<file path="config.mk">
export PLATFORM = sky130hd
export DESIGN_NAME = uart_lite_regs
export DESIGN_NICKNAME = d
export VERILOG_FILES = /design/src/rtl/uart_lite_pkg.sv /design/src/rtl/rx_byte_fifo.sv /design/src/rtl/uart_lite_irq.sv /design/src/rtl/uart_lite_regs.sv
export SDC_FILE = /design/constraint.sdc
export NUM_CORES = 1
export LEC_CHECK = 0
export ABC_AREA = 1
export BUFFER_PORTS_ARGS = -buffer_cell sky130_fd_sc_hd__clkbuf_2
export CAP_MARGIN = 20
export CORE_MARGIN = 2
export CORE_UTILIZATION = 52
export DETAILED_ROUTE_END_ITERATION = 10
export PLACE_DENSITY = 0.75
export SYNTH_ARGS = -nofsm -noshare
export SYNTH_HDL_FRONTEND = slang
export SYNTH_SLANG_ARGS = --single-unit
</file>
<file path="constraint.sdc">
create_clock -name clk -period 2.4 [get_ports clk]
set_input_delay 0.24 -clock clk [delete_from_list [all_inputs] [get_ports clk]]
set_output_delay 0.24 -clock clk [all_outputs]
set_load 0.01 [all_outputs]
</file>
<file path="src/rtl/uart_lite_pkg.sv">
package uart_lite_pkg;
  localparam int ADDR_W = 12;

  localparam logic [ADDR_W-1:0] OFF_DATA  = 12'h000;
  localparam logic [ADDR_W-1:0] OFF_FLAGS = 12'h018;
  localparam logic [ADDR_W-1:0] OFF_MASK  = 12'h038;
  localparam logic [ADDR_W-1:0] OFF_RAW   = 12'h03C;
  localparam logic [ADDR_W-1:0] OFF_MSKD  = 12'h040;
  localparam logic [ADDR_W-1:0] OFF_CLR   = 12'h044;

  localparam int RX_BIT    = 4;
  localparam int TXE_BIT   = 7;
  localparam int EMPTY_BIT = 4;

  function automatic logic [7:0] ident_word(input logic [2:0] idx);
    case (idx)
      3'd0: ident_word = 8'h11;
      3'd1: ident_word = 8'h10;
      3'd2: ident_word = 8'h14;
      3'd3: ident_word = 8'h00;
      3'd4: ident_word = 8'h0D;
      3'd5: ident_word = 8'hF0;
      3'd6: ident_word = 8'h05;
      default: ident_word = 8'hB1;
    endcase
  endfunction
endpackage

</file>
<file path="src/rtl/rx_byte_fifo.sv">
module rx_byte_fifo #(
  parameter int DEPTH = 16,
  parameter int DW    = 8
) (
  input  logic                         clk,
  input  logic                         rst,
  input  logic                         push,
  input  logic [DW-1:0]                push_data,
  input  logic                         pop,
  input  logic                         flush,
  output logic [DW-1:0]                head,
  output logic                         empty,
  output logic                         full,
  output logic                         accepted,
  output logic [$clog2(DEPTH+1)-1:0]   level,
  output logic                         overflow
);
  localparam int AW = (DEPTH > 1) ? $clog2(DEPTH) : 1;
  localparam int LW = $clog2(DEPTH+1);
  localparam logic [AW-1:0] LAST = AW'(DEPTH-1);

  logic [DW-1:0] mem [DEPTH];
  logic [AW-1:0] wr_ptr, rd_ptr;
  logic          pop_eff;

  assign empty    = (level == '0);
  assign full     = (level == LW'(DEPTH));
  assign pop_eff  = pop && !empty && !flush;
  assign accepted = push && !flush && (!full || pop_eff);
  assign head     = mem[rd_ptr];

  always_ff @(posedge clk) begin
    if (accepted) mem[wr_ptr] <= push_data;
  end

  always_ff @(posedge clk) begin
    if (rst) begin
      wr_ptr   <= '0;
      rd_ptr   <= '0;
      level    <= '0;
      overflow <= 1'b0;
    end else if (flush) begin
      wr_ptr <= '0;
      rd_ptr <= '0;
      level  <= '0;
    end else begin
      if (accepted) wr_ptr <= (wr_ptr == LAST) ? '0 : wr_ptr + 1'b1;
      if (pop_eff)  rd_ptr <= (rd_ptr == LAST) ? '0 : rd_ptr + 1'b1;
      level <= level + LW'(accepted) - LW'(pop_eff);
      if (push && !accepted) overflow <= 1'b1;
    end
  end


  level_bound_chk: assert property (@(posedge clk) disable iff (rst)
    level <= LW'(DEPTH));

  ovf_sticky_chk: assert property (@(posedge clk) disable iff (rst)
    overflow |=> overflow);

  drop_hold_chk: assert property (@(posedge clk) disable iff (rst)
    (push && full && !pop && !flush) |=> (full && overflow));
endmodule

</file>
<file path="src/rtl/uart_lite_irq.sv">
module uart_lite_irq (
  input  logic clk,
  input  logic rst,
  input  logic raise,
  input  logic drained,
  input  logic flush,
  output logic irq_q
);
  always_ff @(posedge clk) begin
    if (rst)          irq_q <= 1'b0;
    else if (flush)   irq_q <= 1'b0;
    else if (raise)   irq_q <= 1'b1;
    else if (drained) irq_q <= 1'b0;
  end


  flush_clear_chk: assert property (@(posedge clk) disable iff (rst)
    flush |=> !irq_q);

  push_raise_chk: assert property (@(posedge clk) disable iff (rst)
    (raise && !flush) |=> irq_q);
endmodule

</file>
<file path="src/rtl/uart_lite_regs.sv">
module uart_lite_regs
  import uart_lite_pkg::*;
#(
  parameter int DEPTH = 16,
  parameter int CW    = $clog2(DEPTH+1)
) (
  input  logic              clk,
  input  logic              rst,
  input  logic [ADDR_W-1:0] bus_addr,
  input  logic              bus_wr,
  input  logic              bus_rd,
  input  logic [31:0]       bus_wdata,
  output logic [31:0]       bus_rdata,
  input  logic              host_push,
  input  logic [7:0]        host_byte,
  input  logic              flush,
  output logic [7:0]        tx_byte,
  output logic              tx_valid,
  output logic              irq,
  output logic              rx_overflow,
  output logic [CW-1:0]     flush_count
);
  logic [7:0]    rx_head;
  logic          rx_empty, rx_full, rx_accepted;
  logic [CW-1:0] rx_level;
  logic [31:0]   mask_q;
  logic          data_pop, last_drain;
  logic [31:0]   raw_stat, rd_val;

  assign data_pop   = bus_rd && (bus_addr == OFF_DATA) && !rx_empty && !flush;
  assign last_drain = data_pop && (rx_level == CW'(1)) && !rx_accepted;
  assign raw_stat   = {{(31-RX_BIT){1'b0}}, !rx_empty, {RX_BIT{1'b0}}};

  rx_byte_fifo #(.DEPTH(DEPTH), .DW(8)) u_fifo (
    .clk(clk), .rst(rst),
    .push(host_push), .push_data(host_byte),
    .pop(data_pop), .flush(flush),
    .head(rx_head), .empty(rx_empty), .full(rx_full),
    .accepted(rx_accepted), .level(rx_level), .overflow(rx_overflow)
  );

  uart_lite_irq u_irq (
    .clk(clk), .rst(rst),
    .raise(host_push), .drained(last_drain), .flush(flush),
    .irq_q(irq)
  );

  always_comb begin
    rd_val = '0;
    case (bus_addr)
      OFF_DATA:  rd_val = data_pop ? {24'h0, rx_head} : 32'h0;
      OFF_FLAGS: begin
        rd_val[TXE_BIT]   = 1'b1;
        rd_val[EMPTY_BIT] = rx_empty;
      end
      OFF_MASK:  rd_val = mask_q;
      OFF_RAW:   rd_val = raw_stat;
      OFF_MSKD:  rd_val = raw_stat & mask_q;
      default: begin
        if (bus_addr[ADDR_W-1:5] == '1 && bus_addr[1:0] == 2'b00)
          rd_val = {24'h0, ident_word(bus_addr[4:2])};
      end
    endcase
  end

  always_ff @(posedge clk) begin
    if (rst) begin
      bus_rdata   <= '0;
      mask_q      <= '0;
      tx_byte     <= '0;
      tx_valid    <= 1'b0;
      flush_count <= '0;
    end else begin
      tx_valid <= bus_wr && (bus_addr == OFF_DATA);
      if (bus_wr && bus_addr == OFF_DATA) tx_byte <= bus_wdata[7:0];
      if (bus_wr && bus_addr == OFF_MASK) mask_q <= bus_wdata;
      if (bus_rd) bus_rdata <= rd_val;
      if (flush) flush_count <= rx_level;
    end
  end


  irq_matches_fifo_chk: assert property (@(posedge clk) disable iff (rst)
    irq == !rx_empty);

  tx_pulse_chk: assert property (@(posedge clk) disable iff (rst)
    (bus_wr && bus_addr == OFF_DATA) |=> (tx_valid && tx_byte == $past(bus_wdata[7:0])));

  clr_noop_chk: assert property (@(posedge clk) disable iff (rst)
    (bus_wr && bus_addr == OFF_CLR && !bus_rd && !host_push && !flush) |=> $stable(rx_level));

  flush_empty_chk: assert property (@(posedge clk) disable iff (rst)
    flush |=> (rx_level == '0));
endmodule

</file>
==> summary by stage <==
Outcome
The run finished with clean final reports.

Clock tree
Hold repair after CTS inserted 0 buffers. After clock tree synthesis, the clock-pin slew on the worst setup and hold paths is ~0.06 ns. In this run the clock root is driven by a sky130_fd_sc_hd__clkbuf_16. The insertion delay of the later-clocked pin in the worst-skew pair is around 0.50 ns. The number of buffers on the longest clock path is 3.

The number of CTS-inserted buffers is 23. In this run the number of H-tree levels came out at 1. For this design, the sink count on the clock tree is about 230. The clock tree from TritonCTS is yes.

Die
The I/O pin count is between 100 and 150. The overall die area is 18800 um2. Measured along the x axis, the die boundary spans approximately 140 um. The chip height is around 140 um. The region available for standard cell placement spans about 17000 um2. In this run the core area contains 48 standard-cell rows. The starting utilization of the core area is between 50% and 60%.

Final layout
The number of fill cells in the layout is roughly 1400. The fraction of final layout cells with drive strength greater than 1 is a little under a fifth. The most frequent standard cell in the layout excluding fill and tap cells is sky130_fd_sc_hd__nand2_1.

Compared with the post-synthesis result, the final layout area differs by 18.1%. The antenna diode count is 0. The final-stage net count is ~1200. The non-filler instance count after layout is around 1300. The library cells used most frequently in the layout, excluding fill and tap cells, are 203 x sky130_fd_sc_hd__nand2_1, 133 x sky130_fd_sc_hd__nand3_1, 128 x sky130_fd_sc_hd__edfxtp_1, 105 x sky130_fd_sc_hd__clkbuf_2, 102 x sky130_fd_sc_hd__a21oi_1.

Setup path
The data arrival at the endpoint of the critical path is around 2.6 ns. The worst setup path category is flip-flop to flip-flop. The element type at the critical path start is a flip-flop. The worst reg-to-reg setup slack is roughly 0.17 ns.

For the worst flop-to-flop path, the logic depth is 16. The worst setup path is captured at a flip-flop. The launch instance of the worst register-to-register path is u_fifo.level[3]$_SDFF_PP0_.

The peak fanout along the critical path is 8. The critical register-to-register path endpoint is u_fifo.level[4]$_SDFF_PP0_. At the worst endpoint, the required time is between 2 and 3 ns.

Synth
The async set or reset register ratio after synthesis is 0%. The count of distinct cell types in the synthesized netlist is 37. In the post-synthesis netlist, the biggest area contributors are sky130_fd_sc_hd__edfxtp_1 42%, sky130_fd_sc_hd__dfxtp_1 21%, sky130_fd_sc_hd__nand2_1 8.3%. The cell count after synthesis is 958. The number of flip-flops and latches in the synthesized netlist is between 200 and 250. The post-synthesis instance area is 9230 um2.

After synthesis, the largest area contributor takes up 41.6% of total cell area. The most used flip-flop cell after synthesis is sky130_fd_sc_hd__edfxtp_1. The cell type with the highest aggregate area in the netlist is sky130_fd_sc_hd__edfxtp_1. The number of synthesized flops with an enable pin is between 100 and 150.

The mean instance size in the synthesized netlist is approximately 9.6 um2. When the netlist entered floorplanning its net count stood at 1028. The fraction of the yosys area taken by sequential cells is between 60 and 70%. For this run, the number of Yosys warnings is 0.

STA
Once routing completed, OpenROAD measured the worst setup slack at 0.170 ns. Of the available clock period, the critical path in the final layout requires 92.9%. Setup repair after global routing left no endpoint under its margin.

The fmax is about 0.45 GHz. At the pin with the least slew margin, the transition time is ~0.57 ns. On the final layout, the worst clock skew is ~0.014 ns. The final hold violation count came to 0. The minimum clock period is roughly 2.2 ns. Setup violations remaining at the end of the flow were counted as 0. In this run the tightest slew margin relative to its limit is between 60% and 70%. The number of pins with negative max-slew slack in the final report was 0. In the final timing run, aggregate negative setup slack is 0 ns.

Routing
The routed length per placed instance is around 17 um. The post-detailed-routing wire length is between 20000 and 25000 um. Once detail routing completed, the nets flagged for antenna violations numbered 0. The first routing iteration left about 660 violations. The first TritonRoute pass finished after 7 iterations. The routed layout has between 7000 and 8000 vias. The post-detailed-route via-to-cell ratio is roughly 5.5. For this run, design rule violations remaining after detail routing come to 0.

Placed design
The count of input and output buffers is about 110. The number of cells after detailed placement is 1279. The HPWL after detailed placement is 14100 um. Timing analysis after detailed placement gives a worst setup slack of -0.0451 ns. At the end of routability-driven placement, the weighted congestion stood at approximately 0.86.

Worst hold path
The worst hold path passes through 3 cells. The destination of the worst hold path is tx_byte[7]$_SDFFE_PP0P_. In this run the most critical hold path is launched from bus_wdata[7]. In this run the worst hold path is classified as input pin to flip-flop.

Global route
The remaining global-route overflow is 0. The number of global-route vias before repair was about 6800. The initial antenna violation count is 0.

For this run, the total global-route usage over all layers was measured as about 23%. The wire length of the first global-routing pass is roughly 34000 um. Entering global routing, the biggest net connects 65 pins.

Flow run
The count of max-cap constraint violations is 0.

Pwr
Dividing total power by cell area gives a power density of just over 700 nW/um2. Summed over all cells, the static leakage comes to approximately 4.2 nW. The maximum ir drop on the vdd rail is roughly 0.55 mV.
==> timing repair <==
item	CTS	global route
setup buffers	0	1
setup endpoints to repair	1	1
resized for setup	3	5
pin swaps	1	3
==> Yosys cell counts, types with 2 or more instances <==
library cell / number
sky130_fd_sc_hd__a21oi_1: 102
sky130_fd_sc_hd__a22oi_1: 3
sky130_fd_sc_hd__buf_1: 3
sky130_fd_sc_hd__buf_2: 12
sky130_fd_sc_hd__buf_6: 3
sky130_fd_sc_hd__clkbuf_1: 32
sky130_fd_sc_hd__dfxtp_1: 97
sky130_fd_sc_hd__edfxtp_1: 128
sky130_fd_sc_hd__ha_1: 11
sky130_fd_sc_hd__inv_1: 69
sky130_fd_sc_hd__inv_2: 2
sky130_fd_sc_hd__nand2_1: 203
sky130_fd_sc_hd__nand2_2: 2
sky130_fd_sc_hd__nand2_4: 3
sky130_fd_sc_hd__nand3_1: 135
sky130_fd_sc_hd__nand3_2: 2
sky130_fd_sc_hd__nand3b_1: 3
sky130_fd_sc_hd__nand4_1: 8
sky130_fd_sc_hd__nor2_1: 42
sky130_fd_sc_hd__nor2_2: 4
sky130_fd_sc_hd__nor3_1: 5
sky130_fd_sc_hd__o21ai_0: 71
sky130_fd_sc_hd__o21ai_1: 3
sky130_fd_sc_hd__xor2_1: 2
==> sequential cells by signal, indices dropped and copies added (netlist names), named ones only <==
register         flops
bus_rdata           32
flush_count          5
mask_q              32
tx_byte              8
tx_valid             1
u_fifo.level         5
u_fifo.mem         128
u_fifo.overflow      1
u_fifo.rd_ptr        4
u_fifo.wr_ptr        4
u_irq.irq_q          1
==> final cells by class <==
class                      count  area (um2)  share of cell area [%]
multi-input combinational    608        2970                    27.3
tap                          225         282                    2.58
timing repair buffer         148         861                    7.90
clock buffer                  28         598                    5.49
sequential                   225        5790                    53.1
inverter                      74         284                    2.60
clock inverter                 9         120                    1.10
==> worst max-delay path by stage <==
stage,from,endpoint,slack [ns],cells after the start
CTS,u_fifo.level[2]$_SDFF_PP0_,u_fifo.level[4]$_SDFF_PP0_,0.01,16
global route,u_fifo.level[2]$_SDFF_PP0_,u_fifo.level[4]$_SDFF_PP0_,0.01,16
global placement,bus_addr[7],u_fifo.level[4]$_SDFF_PP0_,0.07,17
floorplan,u_fifo.level[3]$_SDFF_PP0_,u_fifo.level[4]$_SDFF_PP0_,0.006,15
finish,u_fifo.level[3]$_SDFF_PP0_,u_fifo.level[4]$_SDFF_PP0_,0.17,16
detailed placement,u_fifo.level[3]$_SDFF_PP0_,u_fifo.level[4]$_SDFF_PP0_,-0.05,16
==> where the power goes <==
| part | switching, mW | total [mW] | internal (mW) |
|---|---|---|---|
| Clock | 1.41 | 3.49 | 2.08 |
| Combinational | 0.208 | 0.316 | 0.108 |
| Sequential | 0.0175 | 4.13 | 4.11 |
| Total | 1.63 | 7.93 | 6.29 |
==> kinds of logic (layout without fill, tap and decap cells) <==
| logic type | Yosys count | after routing | share of synthesized area, % |
|---|---|---|---|
| AND/OR/NAND/NOR | 412 | 412 | 19.8 |
| flip-flops | 225 | 225 | 62.7 |
| AO/OA/AOI/OAI | 182 | 182 | 10.0 |
| buffers and inverters | 125 | 259 | 5.60 |
| adder cells (fa/ha/maj) | 12 | 12 | 1.71 |
| XOR/XNOR | 2 | 2 | 0.190 |
==> per-layer routing <==
metal  share of wire, %  global-route usage, %
met5                  0                      0
met3                7.1                   3.38
met1                 43                   32.1
met2                 48                   37.8
met4                2.1                   7.85
==> through the flow <==
| step | instance area (um2) | hold slack (ns) | power, mW | utilization (%) |
|---|---|---|---|---|
| detailed placement | 10100 | 0.434 | 4.52 | 58.5 |
| finish | 10900 | 0.0147 | 7.93 | 62.8 |
| floorplan | 9240 | 0.339 | 4.35 | - |
| global route | 10900 | 0.0174 | 8.14 | 62.8 |
| global placement | 10100 | 0.431 | 4.51 | 58.5 |
| CTS | 10900 | 0.000860 | 7.96 | 62.7 |
==> critical path: stages (launching register included) <==
cell and delay [ns]:
sky130_fd_sc_hd__dfxtp_1 0.32, sky130_fd_sc_hd__inv_2 0.07, sky130_fd_sc_hd__ha_4 0.14, sky130_fd_sc_hd__nand3_2 0.09
sky130_fd_sc_hd__nand3_2 0.08, sky130_fd_sc_hd__inv_1 0.06, sky130_fd_sc_hd__nand2_4 0.07, sky130_fd_sc_hd__nand2_2 0.07
sky130_fd_sc_hd__nand2_4 0.08, sky130_fd_sc_hd__clkinv_4 0.09, sky130_fd_sc_hd__ha_4 0.18, sky130_fd_sc_hd__fa_2 0.35
sky130_fd_sc_hd__nand2_1 0.07, sky130_fd_sc_hd__inv_1 0.05, sky130_fd_sc_hd__o21bai_1 0.16, sky130_fd_sc_hd__and3_1 0.19
sky130_fd_sc_hd__nor3_1 0.05
Power figures use the tool's default switching activity.
